<file path="src/rtl/mtm_pkg.sv">
package mtm_pkg;
    typedef enum logic [2:0] {
        PH_IDLE,
        PH_WRITE,
        PH_READ,
        PH_DONE,
        PH_FAIL
    } phase_e;

    localparam logic [2:0] CODE_WRITE = 3'b000;
    localparam logic [2:0] CODE_READ  = 3'b001;
endpackage

</file>
<file path="src/rtl/mtm_pattern.sv">
module mtm_pattern #(
    parameter int DATA_W = 256,
    parameter int ADDR_W = 28
) (
    input  logic [ADDR_W-1:0] addr,
    output logic [DATA_W-1:0] data
);
    localparam int LANES = DATA_W / 32;

    // Each 32-bit lane mixes its own index with the word address.
    for (genvar g = 0; g < LANES; g++) begin : g_lane
        assign data[32*g +: 32] = {8'(g), 24'h5A5A5A} ^ 32'(addr);
    end
endmodule

</file>
<file path="src/rtl/mtm_seq.sv">
module mtm_seq
    import mtm_pkg::*;
#(
    parameter int              ADDR_W      = 28,
    parameter int              NUM_REQ     = 8,
    parameter int              BURST_BEATS = 2,
    parameter logic [ADDR_W-1:0] BASE_ADDR = '0
) (
    input  logic              clk,
    input  logic              rst_n,
    input  logic              calib_done,
    input  logic              start,
    input  logic              cmd_rdy,
    input  logic              wdata_done,
    input  logic              rd_done,
    input  logic              err,
    output logic              cmd_en,
    output logic [2:0]        cmd_code,
    output logic [ADDR_W-1:0] cmd_addr,
    output logic              wr_go,
    output logic              done
);
    localparam int CNT_W = $clog2(NUM_REQ + 1);
    localparam int STEP  = 8 * BURST_BEATS;

    typedef struct packed {
        phase_e            phase;
        logic [CNT_W-1:0]  cnt;
        logic [ADDR_W-1:0] addr;
        logic              en;
    } seq_t;

    seq_t s_d, s_q;
    logic accept_w, last_req_w;

    assign cmd_en   = s_q.en & calib_done & ~err;
    assign cmd_code = (s_q.phase == PH_READ) ? CODE_READ : CODE_WRITE;
    assign cmd_addr = s_q.addr;
    assign wr_go    = (s_q.phase == PH_WRITE);
    assign done     = (s_q.phase == PH_DONE);

    always_comb begin
        s_d        = s_q;
        accept_w   = cmd_en & cmd_rdy;
        last_req_w = (s_q.cnt == CNT_W'(NUM_REQ - 1));

        case (s_q.phase)
            PH_IDLE: begin
                if (start && calib_done) begin
                    s_d.phase = PH_WRITE;
                    s_d.en    = 1'b1;
                    s_d.cnt   = '0;
                    s_d.addr  = BASE_ADDR;
                end
            end
            PH_WRITE, PH_READ: begin
                if (accept_w) begin
                    s_d.cnt  = s_q.cnt + CNT_W'(1);
                    s_d.addr = s_q.addr + ADDR_W'(STEP);
                    if (last_req_w) begin
                        s_d.en = 1'b0;
                    end
                end
                if (s_q.phase == PH_WRITE && !s_q.en && wdata_done) begin
                    s_d.phase = PH_READ;
                    s_d.en    = 1'b1;
                    s_d.cnt   = '0;
                    s_d.addr  = BASE_ADDR;
                end
                if (s_q.phase == PH_READ && !s_q.en && rd_done) begin
                    s_d.phase = PH_DONE;
                end
            end
            default: ;
        endcase

        if (err) begin
            s_d.phase = PH_FAIL;
            s_d.en    = 1'b0;
        end
    end

    always_ff @(posedge clk) begin
        if (!rst_n) begin
            s_q <= '{phase: PH_IDLE, cnt: '0, addr: '0, en: 1'b0};
        end else begin
            s_q <= s_d;
        end
    end
endmodule

</file>
<file path="src/rtl/mtm_wdata.sv">
module mtm_wdata #(
    parameter int                DATA_W      = 256,
    parameter int                ADDR_W      = 28,
    parameter int                NUM_REQ     = 8,
    parameter int                BURST_BEATS = 2,
    parameter logic [ADDR_W-1:0] BASE_ADDR   = '0
) (
    input  logic              clk,
    input  logic              rst_n,
    input  logic              go,
    input  logic              calib_done,
    input  logic              wr_rdy,
    output logic              wr_en,
    output logic [DATA_W-1:0] wr_data,
    output logic              wr_last,
    output logic              all_sent
);
    localparam int TOTAL  = NUM_REQ * BURST_BEATS;
    localparam int TOT_W  = $clog2(TOTAL + 1);
    localparam int BEAT_W = (BURST_BEATS > 1) ? $clog2(BURST_BEATS) : 1;

    typedef struct packed {
        logic [TOT_W-1:0]  total;
        logic [BEAT_W-1:0] beat;
        logic [ADDR_W-1:0] addr;
    } wd_t;

    wd_t s_d, s_q;

    mtm_pattern #(.DATA_W(DATA_W), .ADDR_W(ADDR_W)) i_pat (
        .addr (s_q.addr),
        .data (wr_data)
    );

    assign all_sent = (s_q.total == TOT_W'(TOTAL));
    assign wr_en    = go & calib_done & ~all_sent;
    assign wr_last  = (s_q.beat == BEAT_W'(BURST_BEATS - 1));

    always_comb begin
        s_d = s_q;
        if (wr_en && wr_rdy) begin
            s_d.total = s_q.total + TOT_W'(1);
            s_d.addr  = s_q.addr + ADDR_W'(8);
            s_d.beat  = wr_last ? '0 : s_q.beat + BEAT_W'(1);
        end
    end

    always_ff @(posedge clk) begin
        if (!rst_n) begin
            s_q <= '{total: '0, beat: '0, addr: BASE_ADDR};
        end else begin
            s_q <= s_d;
        end
    end
endmodule

</file>
<file path="src/rtl/mtm_rdchk.sv">
module mtm_rdchk #(
    parameter int                DATA_W      = 256,
    parameter int                ADDR_W      = 28,
    parameter int                NUM_REQ     = 8,
    parameter int                BURST_BEATS = 2,
    parameter logic [ADDR_W-1:0] BASE_ADDR   = '0
) (
    input  logic              clk,
    input  logic              rst_n,
    input  logic              rd_valid,
    input  logic [DATA_W-1:0] rd_data,
    input  logic              rd_last,
    output logic              all_back,
    output logic              err
);
    localparam int TOTAL  = NUM_REQ * BURST_BEATS;
    localparam int TOT_W  = $clog2(TOTAL + 1);
    localparam int BEAT_W = (BURST_BEATS > 1) ? $clog2(BURST_BEATS) : 1;

    typedef struct packed {
        logic [TOT_W-1:0]  total;
        logic [BEAT_W-1:0] beat;
        logic [ADDR_W-1:0] addr;
        logic              err;
    } rc_t;

    rc_t s_d, s_q;
    logic [DATA_W-1:0] exp_w;
    logic              exp_last_w, bad_w;

    mtm_pattern #(.DATA_W(DATA_W), .ADDR_W(ADDR_W)) i_pat (
        .addr (s_q.addr),
        .data (exp_w)
    );

    assign all_back = (s_q.total == TOT_W'(TOTAL));
    assign err      = s_q.err;

    always_comb begin
        s_d        = s_q;
        exp_last_w = (s_q.beat == BEAT_W'(BURST_BEATS - 1));
        bad_w      = (rd_data != exp_w) || (rd_last != exp_last_w);
        if (rd_valid && !s_q.err && !all_back) begin
            if (bad_w) begin
                s_d.err = 1'b1;
            end else begin
                s_d.total = s_q.total + TOT_W'(1);
                s_d.addr  = s_q.addr + ADDR_W'(8);
                s_d.beat  = exp_last_w ? '0 : s_q.beat + BEAT_W'(1);
            end
        end
    end

    always_ff @(posedge clk) begin
        if (!rst_n) begin
            s_q <= '{total: '0, beat: '0, addr: BASE_ADDR, err: 1'b0};
        end else begin
            s_q <= s_d;
        end
    end
endmodule

</file>
<file path="src/rtl/mtm_maint.sv">
module mtm_maint (
    input  logic clk,
    input  logic rst_n,
    input  logic enable,
    input  logic trig,
    input  logic ack,
    output logic req
);
    typedef struct packed {
        logic req;
        logic waiting;
    } mt_t;

    mt_t s_d, s_q;

    assign req = s_q.req;

    always_comb begin
        s_d.req     = trig & enable & ~s_q.req & ~s_q.waiting;
        s_d.waiting = (s_q.req | s_q.waiting) & ~ack;
    end

    always_ff @(posedge clk) begin
        if (!rst_n) begin
            s_q <= '{req: 1'b0, waiting: 1'b0};
        end else begin
            s_q <= s_d;
        end
    end
endmodule

</file>
<file path="src/rtl/mem_traffic_master.sv">
module mem_traffic_master #(
    parameter int                DATA_W      = 256,
    parameter int                ADDR_W      = 28,
    parameter int                NUM_REQ     = 8,
    parameter int                BURST_BEATS = 2,
    parameter logic [ADDR_W-1:0] BASE_ADDR   = '0,
    localparam int               MASK_W      = DATA_W / 8
) (
    input  logic              clk,
    input  logic              rst_n,
    input  logic              calib_done,
    input  logic              start,
    output logic              cmd_en,
    output logic [2:0]        cmd_code,
    output logic [ADDR_W-1:0] cmd_addr,
    input  logic              cmd_rdy,
    output logic              wr_en,
    output logic [DATA_W-1:0] wr_data,
    output logic              wr_last,
    output logic [MASK_W-1:0] wr_mask,
    input  logic              wr_rdy,
    input  logic              rd_valid,
    input  logic [DATA_W-1:0] rd_data,
    input  logic              rd_last,
    input  logic              ref_trig,
    output logic              ref_req,
    input  logic              ref_ack,
    input  logic              zq_trig,
    output logic              zq_req,
    input  logic              zq_ack,
    output logic              done,
    output logic              error
);
    logic wr_go_w, wdata_done_w, rd_done_w, err_w;

    assign wr_mask = '0;
    assign error   = err_w;

    mtm_seq #(
        .ADDR_W(ADDR_W), .NUM_REQ(NUM_REQ),
        .BURST_BEATS(BURST_BEATS), .BASE_ADDR(BASE_ADDR)
    ) i_seq (
        .clk        (clk),
        .rst_n      (rst_n),
        .calib_done (calib_done),
        .start      (start),
        .cmd_rdy    (cmd_rdy),
        .wdata_done (wdata_done_w),
        .rd_done    (rd_done_w),
        .err        (err_w),
        .cmd_en     (cmd_en),
        .cmd_code   (cmd_code),
        .cmd_addr   (cmd_addr),
        .wr_go      (wr_go_w),
        .done       (done)
    );

    mtm_wdata #(
        .DATA_W(DATA_W), .ADDR_W(ADDR_W), .NUM_REQ(NUM_REQ),
        .BURST_BEATS(BURST_BEATS), .BASE_ADDR(BASE_ADDR)
    ) i_wdata (
        .clk        (clk),
        .rst_n      (rst_n),
        .go         (wr_go_w),
        .calib_done (calib_done),
        .wr_rdy     (wr_rdy),
        .wr_en      (wr_en),
        .wr_data    (wr_data),
        .wr_last    (wr_last),
        .all_sent   (wdata_done_w)
    );

    mtm_rdchk #(
        .DATA_W(DATA_W), .ADDR_W(ADDR_W), .NUM_REQ(NUM_REQ),
        .BURST_BEATS(BURST_BEATS), .BASE_ADDR(BASE_ADDR)
    ) i_rdchk (
        .clk      (clk),
        .rst_n    (rst_n),
        .rd_valid (rd_valid),
        .rd_data  (rd_data),
        .rd_last  (rd_last),
        .all_back (rd_done_w),
        .err      (err_w)
    );

    mtm_maint i_ref (
        .clk    (clk),
        .rst_n  (rst_n),
        .enable (calib_done),
        .trig   (ref_trig),
        .ack    (ref_ack),
        .req    (ref_req)
    );

    mtm_maint i_zq (
        .clk    (clk),
        .rst_n  (rst_n),
        .enable (calib_done),
        .trig   (zq_trig),
        .ack    (zq_ack),
        .req    (zq_req)
    );
endmodule

</file>
<file path="config.mk">
export PLATFORM = sky130hd
export DESIGN_NAME = mem_traffic_master
export DESIGN_NICKNAME = d
export VERILOG_FILES = /design/src/rtl/mtm_pkg.sv /design/src/rtl/mtm_pattern.sv /design/src/rtl/mtm_seq.sv /design/src/rtl/mtm_wdata.sv /design/src/rtl/mtm_rdchk.sv /design/src/rtl/mtm_maint.sv /design/src/rtl/mem_traffic_master.sv
export SDC_FILE = /design/constraint.sdc
export NUM_CORES = 1
export LEC_CHECK = 0
export BUFFER_PORTS_ARGS = -buffer_cell sky130_fd_sc_hd__buf_2
export CORE_AREA = 8 8 226 228
export DETAILED_ROUTE_END_ITERATION = 8
export DIE_AREA = 0 0 234 236
export SLEW_MARGIN = 10
export SYNTH_ARGS = -nofsm -noshare
export SYNTH_HDL_FRONTEND = slang
export SYNTH_HIERARCHICAL = 1
export SYNTH_SLANG_ARGS = --single-unit
</file>
<file path="constraint.sdc">
create_clock -name clk -period 3.8 [get_ports clk]
set_input_delay 1.14 -clock clk [delete_from_list [all_inputs] [get_ports clk]]
set_output_delay 1.14 -clock clk [all_outputs]
set_load 0.03 [all_outputs]
</file>
Word level (Yosys, flattened, before mapping). Cells that the tools add are included.

Register bits after elaboration: 109. Input port bits: 268. Word-level logic and storage cells: 112.

Add/sub/neg operators: 8. Equality and inequality tests: 14. Muxes and demuxes: 10. Bitwise logic cells: 41. Reduce and logical (&&, ||, !) cells: 23.

Operators by type and width (number): inequality test 256 x 252 -> 1 bit (1); NOT 14 bit (6); NOT 13 bit (6); 2-to-1 mux 36 bit (2); one-hot mux 36 bit (2 select lines) (1); adder 28 x 4 -> 28 bit, second input constant (2); 2-to-1 mux 33 bit (1); NOT 15 bit (2); adder 28 x 5 -> 28 bit, second input constant (1); NOT 12 bit (2); AND 1 bit (13); inequality test 3 x 1 -> 1 bit, second input constant (4); adder 5 x 1 -> 5 bit, second input constant (2); equality test 5 bit, second input constant (2); NOT 1 bit (10); AND reduction 3 bit (3); logical AND 1 bit (8); equality test 3 x 2 -> 1 bit, second input constant (2); 2-to-1 mux 3 bit (2); adder 4 x 1 -> 4 bit, second input constant (1); equality test 4 x 3 -> 1 bit, second input constant (1); 2-to-1 mux 1 bit (4); inequality test 4 x 1 -> 1 bit, second input constant (1); AND reduction 2 bit (2); 12 further kinds (17).

Longest topological paths before layout. Gate-level depths: netlist of run 1.

Word-level depth: 8. Depth in mapped cells: 12.

By module. Netlist of run 1, hierarchy kept.

By module, submodules not included: mtm_rdchk (instances 1, cells an instance 549, area an instance 4504.3 um^2, sequential area each 640.6 um^2); mtm_pattern (instances 2, cells an instance 257, area an instance 1869.3 um^2, sequential area each 0.0 um^2); mtm_seq (instances 1, cells an instance 235, area an instance 1964.4 um^2, sequential area each 640.6 um^2); mtm_wdata (instances 1, cells an instance 186, area an instance 1592.8 um^2, sequential area each 620.6 um^2); mem_traffic_master (instances 1, cells an instance 33, area an instance 244.0 um^2, sequential area each 0.0 um^2); mtm_maint (instances 2, cells an instance 5, area an instance 60.1 um^2, sequential area each 40.0 um^2).

Least setup slack after synthesis of run 1. No wires, ideal clock.

Kind: input to register. From: input rd_data[74]. To: register i_rdchk/s_q[14] (netlist bit). Setup time: 70 ps. Arrival time: 2924 ps. Data required time: 3730 ps. Setup slack: 805 ps. Stages on the path: 8. Path buffers: 1. Path through: xor2_1 nor4_2 nand4_1 nor4_4 nand3_2 buf_6 or4_1 a21oi_1.

Word-level cells in the longest chain between the ends: 4.

RTL lines: start: declaration (line mem_traffic_master.sv:23) `input logic [DATA_W-1:0] rd_data,`; inequality test 256 x 252 -> 1 bit (line mtm_rdchk.sv:42) `bad_w = (rd_data != exp_w) || (rd_last != exp_last_w);`; logical OR 1 bit (line mtm_rdchk.sv:42); NOT 1 bit (no line); AND reduction 2 bit (no line); end signal: assignment (line mtm_rdchk.sv:56) `s_q <= '{total: '0, beat: '0, addr: BASE_ADDR, err: 1'b0};`; end: declaration (line mtm_rdchk.sv:27) `rc_t s_d, s_q;`.

No other way between the ends. A chain may end at the register's enable or synchronous reset.

Worst setup path in the final report of run 1.
From: input rd_data[138]. To: register i_rdchk/s_q[7] (netlist bit).

Same word-level chain as after synthesis.

==> metrics.txt, run 1 <==
critical path's slowest cell=or4_1; DIE AREA=55220 µm²; Commonest cells post-synth=547 x buf_4, 249 x xor2_1, 99 x dfxtp_1, 67 x a21oi_1, 64 x nor4_1; CP arrival=3.61 ns; critical path class=in2reg; Die Width=234 µm; reg2reg end=i_rdchk/s_q[7]; Synth warnings=6; FF-to-FF Start=i_rdchk/s_q[14]; Crit Path Max Fanout=49; register-to-register setup slack=0.48 ns; first-pass detailed-route iteration total=5; count of final setup violators=0; Buffers on Ports=499; most frequent CP cell=nand4_1; DRT iter0 DRCs=576; WHS Path Cells=2; CTS Buf Count=9; count leader, synth=buf_4; max cap viols=0; Final Wtd Congestion=0.9089; min-delay src=i_rdchk/s_q[34]; Syn Area/Cell=7.966 µm²; Worst setup SP type=primary input; hold_buf cts=0; pin count of the biggest net entering global routing=50; All-Layer GR Usage=14.43%; Remaining DRCs=0; Worst-Margin Slew=1.173 ns; Clk pin slew, worst setup/hold paths=0.08 ns; worst rel slew slack=21.80%; post-synth top area share=33.76%; initial antenna violation count=4; WL per Instance=18.98 µm; Final period util=87.24%; clk root buf=clkbuf_16; Async SR Flop Fraction=0%; Req. time, crit path=4.10 ns; FF-to-FF path depth=8; HPWL after detailed placement=35610 µm; Max Fclk=301.6 MHz; Vias/cell=4.374; Hold Slack=0.4693 ns; P_leak=5.453 nW; # clock sinks=99; gr ovfl total=0; starting density of the core=25.69%; leading area contributor after synthesis=buf_4; Seq/Total Area, Yosys=16.29%; final worst path period need=3.315 ns; peak supply drop=0.0002814 V; H-tree Lvls=3; critical-path cell list=buf_2 -> xor2_1 -> nor4_1 -> nand4_1 -> nor4_2 -> nand4_1 -> buf_12 -> or4_1 -> a21oi_1; first-pass GRT wire length=61190 µm; Die Y=236 µm; Hold Path End=i_rdchk/s_q[34]; run status=complete, no violations; CTS tree=done; maximum root-to-sink buffer count=2; Max Clock Skew=0.01210 ns; number of synthesized register bits=99; RSZ-0062 raised after global routing=no; nets=1909; worst hold path class=reg2reg; Rows=80; Cells after Synth=1527; worst skew pair latency=0.38 ns; Largest stage delay, worst path=0.51 ns; count of different cell masters after synthesis=61; post-route ant nets=0; vias in the first global route=9937; Post-synth EDFFs=0; ys flop type=dfxtp_1; WL final=42780 µm; largest cells by area after synthesis=buf_4 34%, xor2_1 18%, dfxtp_1 16%, nor4_1 3.3%, a21oi_1 2.8%; Synth-to-Final Area Change=1.574%; Cell Area, Synth=12160 µm²; layout cells sized above 1=35.41%; Fin. Hold Viols=0; setup_tns=0 ns; Vias=9858; Slew Viols, Final=0; Ports=594; power per cell area=216.5 nW/µm²; CP endpoint kind=flop; Core Area=47350 µm²
==> through the flow <==
step / cells / setup WS, ns / area, µm² / util, % / power [mW]
after floorplan: 1657 / 0.8052 / 12650 / - / 1.515
after global placement: 2237 / 0.06316 / 12030 / 25.40 / 1.634
after global routing: 2254 / 0.2452 / 12360 / 26.10 / 2.810
after detailed placement: 2237 / 0.09147 / 12030 / 25.40 / 1.638
final: 2254 / 0.4848 / 12360 / 26.10 / 2.675
after CTS: 2253 / 0.2680 / 12350 / 26.09 / 2.729
==> sequential cells by signal, summed over array words and instances (netlist names), 8 cells and up <==
signal / count
i_rdchk/s_q: 30
i_seq/cmd_addr: 24
i_seq/s_q: 8
i_wdata/s_q: 30
==> worst max-delay path by stage <==
stage | from | end | slack [ns]
floorplan | rd_data[74] | i_rdchk/s_q[14] | 0.81
global placement | rd_last | i_rdchk/s_q[14] | 0.06
detailed placement | rd_data[44] | i_rdchk/s_q[7] | 0.09
CTS | i_rdchk/s_q[27] | i_rdchk/s_q[7] | 0.27
global route | i_rdchk/s_q[14] | i_rdchk/s_q[20] | 0.25
finish | rd_data[138] | i_rdchk/s_q[7] | 0.48
==> cell families after synthesis <==
kind of cell | count (synthesis) | share of synthesized area (%)
XOR/XNOR | 263 | 18.94
adder cells (fa/ha/maj) | 8 | 0.8229
buffers and inverters | 630 | 36.72
AND/OR/NAND/NOR | 351 | 17.93
flip-flops | 99 | 16.29
multiplexers | 9 | 0.7406
other | 6 | 0.1851
AO/OA/AOI/OAI | 161 | 8.373
==> layout by cell type, fill, tap and decap left out, types with 39 or more instances in the layout <==
cell type	instances
o31ai_1	42
buf_2	499
conb_1	136
nor4_1	64
inv_1	47
nand4_1	39
a21oi_1	67
dfxtp_1	98
or4_1	43
xor2_1	249
buf_4	44
nand3_1	41
==> report_power, final <==
group          switching, mW  total [mW]  internal [mW]  leakage [nW]
registers            0.00576        1.05           1.04         0.799
clock network          0.466        1.05          0.586         0.155
logic                  0.370       0.575          0.205          4.50
==> what timing repair did <==
item,4_1_cts,5_1_grt
hold endpoints to repair,0,0
endpoints found under the setup margin,0,2
buffers inserted,0,0
gates resized for setup,0,1
==> cell type report <==
cell class                      count  area [µm²]
Fill cell                        5238       34990
Multi-Input combinational cell    928        6203
Timing Repair Buffer              546        2888
Sequential cell                    99        1983
Tap cell                          615       769.5
Clock buffer                       10       229.0
Inverter                           49       183.9
Clock inverter                      6       96.34
Antenna cell                        1       2.502
==> per-layer routing <==
layer  GRT usage [%]  routed length, µm  vias up
met2           25.82              21350      472
met5               0                 21        -
met3           3.661               3213       45
met4           4.959               1145        4
met1           16.33              17050     4575
li1                -                  -     4762
==> worst max-delay path, delay by kind of cell <==
family | cells | cell delay (ns)
buffers and inverters | 2 | 0.34
xor gates and xnor gates | 1 | 0.13
AOI/OAI and AO/OA | 1 | 0.15
and+or+nand+nor | 5 | 1.84
No activity file was read; power rests on OpenSTA's default activity.
==> inputs of run 2 (changes only) <==
Settings changed: CORE_AREA 8 8 226 228 to 8 8 223 225, DIE_AREA 0 0 234 236 to 0 0 231 233.
==> metrics.txt, run 2 (synthesis results as in run 1) <==
run status=complete, no violations (unchanged); Max Clock Skew=0.01356 ns (was 0.01210 ns); RSZ-0062 raised after global routing=no (unchanged); register-to-register setup slack=0.22 ns (was 0.48 ns); critical path class=reg2reg (was in2reg); # clock sinks=99 (unchanged); Die Y=233 µm (was 236 µm); Remaining DRCs=0 (unchanged); post-route ant nets=0 (unchanged); peak supply drop=0.0002511 V (was 0.0002814 V); count of final setup violators=0 (unchanged); Clk pin slew, worst setup/hold paths=0.08 ns (about the same); post_cts resized=0 (unchanged); Buffers on Ports=499 (unchanged); WL per Instance=18.39 µm (was 18.98 µm); power per cell area=209.8 nW/µm² (was 216.5 nW/µm²); pin count of the biggest net entering global routing=48 (was 50); placed cell count=2221 (was 2237); Final Wtd Congestion=0.9448 (was 0.9089); vias in the first global route=9998 (was 9937); Largest stage delay, worst path=0.67 ns (was 0.51 ns); WL final=41140 µm (was 42780 µm); critical path's slowest cell=nor4_1 (was or4_1); gr ovfl total=0 (unchanged); Crit Path Max Fanout=35 (was 49); WHS Path Cells=2 (unchanged); Die Width=231 µm (was 234 µm); critical-path cell list=inv_1 -> xor2_1 -> nor4_1 -> buf_4 -> nand4_1 -> nor4_4 -> nand3_2 -> buf_12 -> or4_1 -> a21oi_1 (was buf_2 -> xor2_1 -> nor4_1 -> nand4_1 -> nor4_2 -> nand4_1 -> buf_12 -> or4_1 -> a21oi_1); total setup buffers inserted after CTS=0 (unchanged); max cap viols=0 (unchanged); CP arrival=3.89 ns (was 3.61 ns); worst rel slew slack=23.42% (was 21.80%); Ports=594 (unchanged); CP endpoint kind=flop (unchanged); Max Fclk=279.6 MHz (was 301.6 MHz); maximum root-to-sink buffer count=2 (unchanged); FF-to-FF Start=i_rdchk/s_q[23] (was i_rdchk/s_q[14]); All-Layer GR Usage=14.04% (was 14.43%); Worst-Margin Slew=1.149 ns (was 1.173 ns); first-pass GRT wire length=59050 µm (was 61190 µm); Slew Viols, Final=0 (unchanged); worst hold path class=reg2reg (unchanged); Core Area=46060 µm² (was 47350 µm²); Worst Setup Slack, final=0.2239 ns (was 0.4848 ns); P_leak=5.391 nW (was 5.453 nW); Final Power=2.568 mW (was 2.675 mW); Synth-to-Final Area Change=0.6070% (was 1.574%); Worst setup SP type=flop (was primary input); DRT iter0 DRCs=545 (was 576); Final period util=94.11% (was 87.24%); Vias/cell=4.441 (was 4.374); final non-filler cell total=2237 (was 2254); first-pass detailed-route iteration total=5 (unchanged); hold_buf cts=0 (unchanged); final worst path period need=3.576 ns (was 3.315 ns); initial antenna violation count=3 (was 4); Critical path buffers and inverters=3 (was 2); HPWL after detailed placement=34350 µm (was 35610 µm); Place WS=0.002972 ns (was 0.09147 ns); nets=1901 (was 1909); Top delay family on crit path=simple AND/OR/NAND/NOR gates (unchanged); Req. time, crit path=4.11 ns (was 4.10 ns); clk root buf=clkbuf_16 (unchanged); worst skew pair latency=0.38 ns (about the same); layout cells sized above 1=35.01% (was 35.41%); DIE AREA=53820 µm² (was 55220 µm²); Fin. Hold Viols=0 (unchanged); CTS Buf Count=9 (unchanged); CTS tree=done (unchanged); Hold Path End=i_rdchk/s_q[34] (unchanged); most frequent cells in the layout=499 x buf_2, 249 x xor2_1, 136 x conb_1 (unchanged); starting density of the core=26.41% (was 25.69%); H-tree Lvls=3 (unchanged); Rows=79 (was 80); min-delay src=i_rdchk/s_q[34] (unchanged); Vias=9934 (was 9858); most common cell after layout, fill and taps aside=buf_2 (unchanged); reg2reg end=i_rdchk/s_q[7] (unchanged); FF-to-FF path depth=10 (was 8)
## run 2: stage by stage
stage | area (µm²) | hold slack (ns) | util, % | setup TNS [ns]
after floorplan | 12650 | 0.4375 | - | 0
after global placement | 11940 | 0.4484 | 25.93 | -0.7220
after detailed placement | 11940 | 0.4624 | 25.93 | 0
after CTS | 12230 | 0.4732 | 26.56 | 0
after global routing | 12240 | 0.5124 | 26.57 | 0
final | 12240 | 0.4694 | 26.57 | 0
## run 2: worst min-delay path: cells and delay by family, from the launching register on
kind | cells | cell delay, ns
flops | 1 | 0.32
mux | 1 | 0.06
simple gates | 1 | 0.05
## run 2: routing by layer
layer | global-route usage (%) | vias to the layer above | part of all wire (%)
li1 | - | 4737 | -
met3 | 3.520 | 57 | 7.5
met2 | 25.30 | 466 | 51
met1 | 15.47 | 4674 | 39
met4 | 6.118 | 0 | 3.2
met5 | 0 | - | 0
## run 2: worst max-delay path by stage
stage / startpoint / endpoint / slack, ns / depth (start not counted)
6_report: i_rdchk/s_q[23] / i_rdchk/s_q[7] / 0.22 / 10
5_1_grt: i_rdchk/s_q[23] / i_rdchk/s_q[14] / 0.21 / 10
4_1_cts: i_rdchk/s_q[23] / i_rdchk/s_q[7] / 0.38 / 10
3_5_place_dp: rd_data[222] / i_rdchk/s_q[23] / 0.003 / 9
3_3_place_gp: rd_data[222] / i_rdchk/s_q[26] / -0.06 / 9
2_1_floorplan: rd_data[74] / i_rdchk/s_q[14] / 0.81 / 8
## run 2: area by class of cell
cell class | count | area, µm²
multi-input cells | 928 | 6203
fillers | 5034 | 33820
clock buffers | 9 | 225.2
diodes | 2 | 5.005
flip-flops and latches | 99 | 1982
repair buffers | 538 | 2815
clock inverters | 5 | 63.81
inverters | 49 | 183.9
well taps | 607 | 759.5
## run 2: report_power, final
part           internal, mW  switching [mW]  leakage, nW
registers              1.04          0.0100        0.798
clock network         0.510           0.452        0.144
logic                 0.200           0.354         4.45
total                  1.75           0.816         5.39
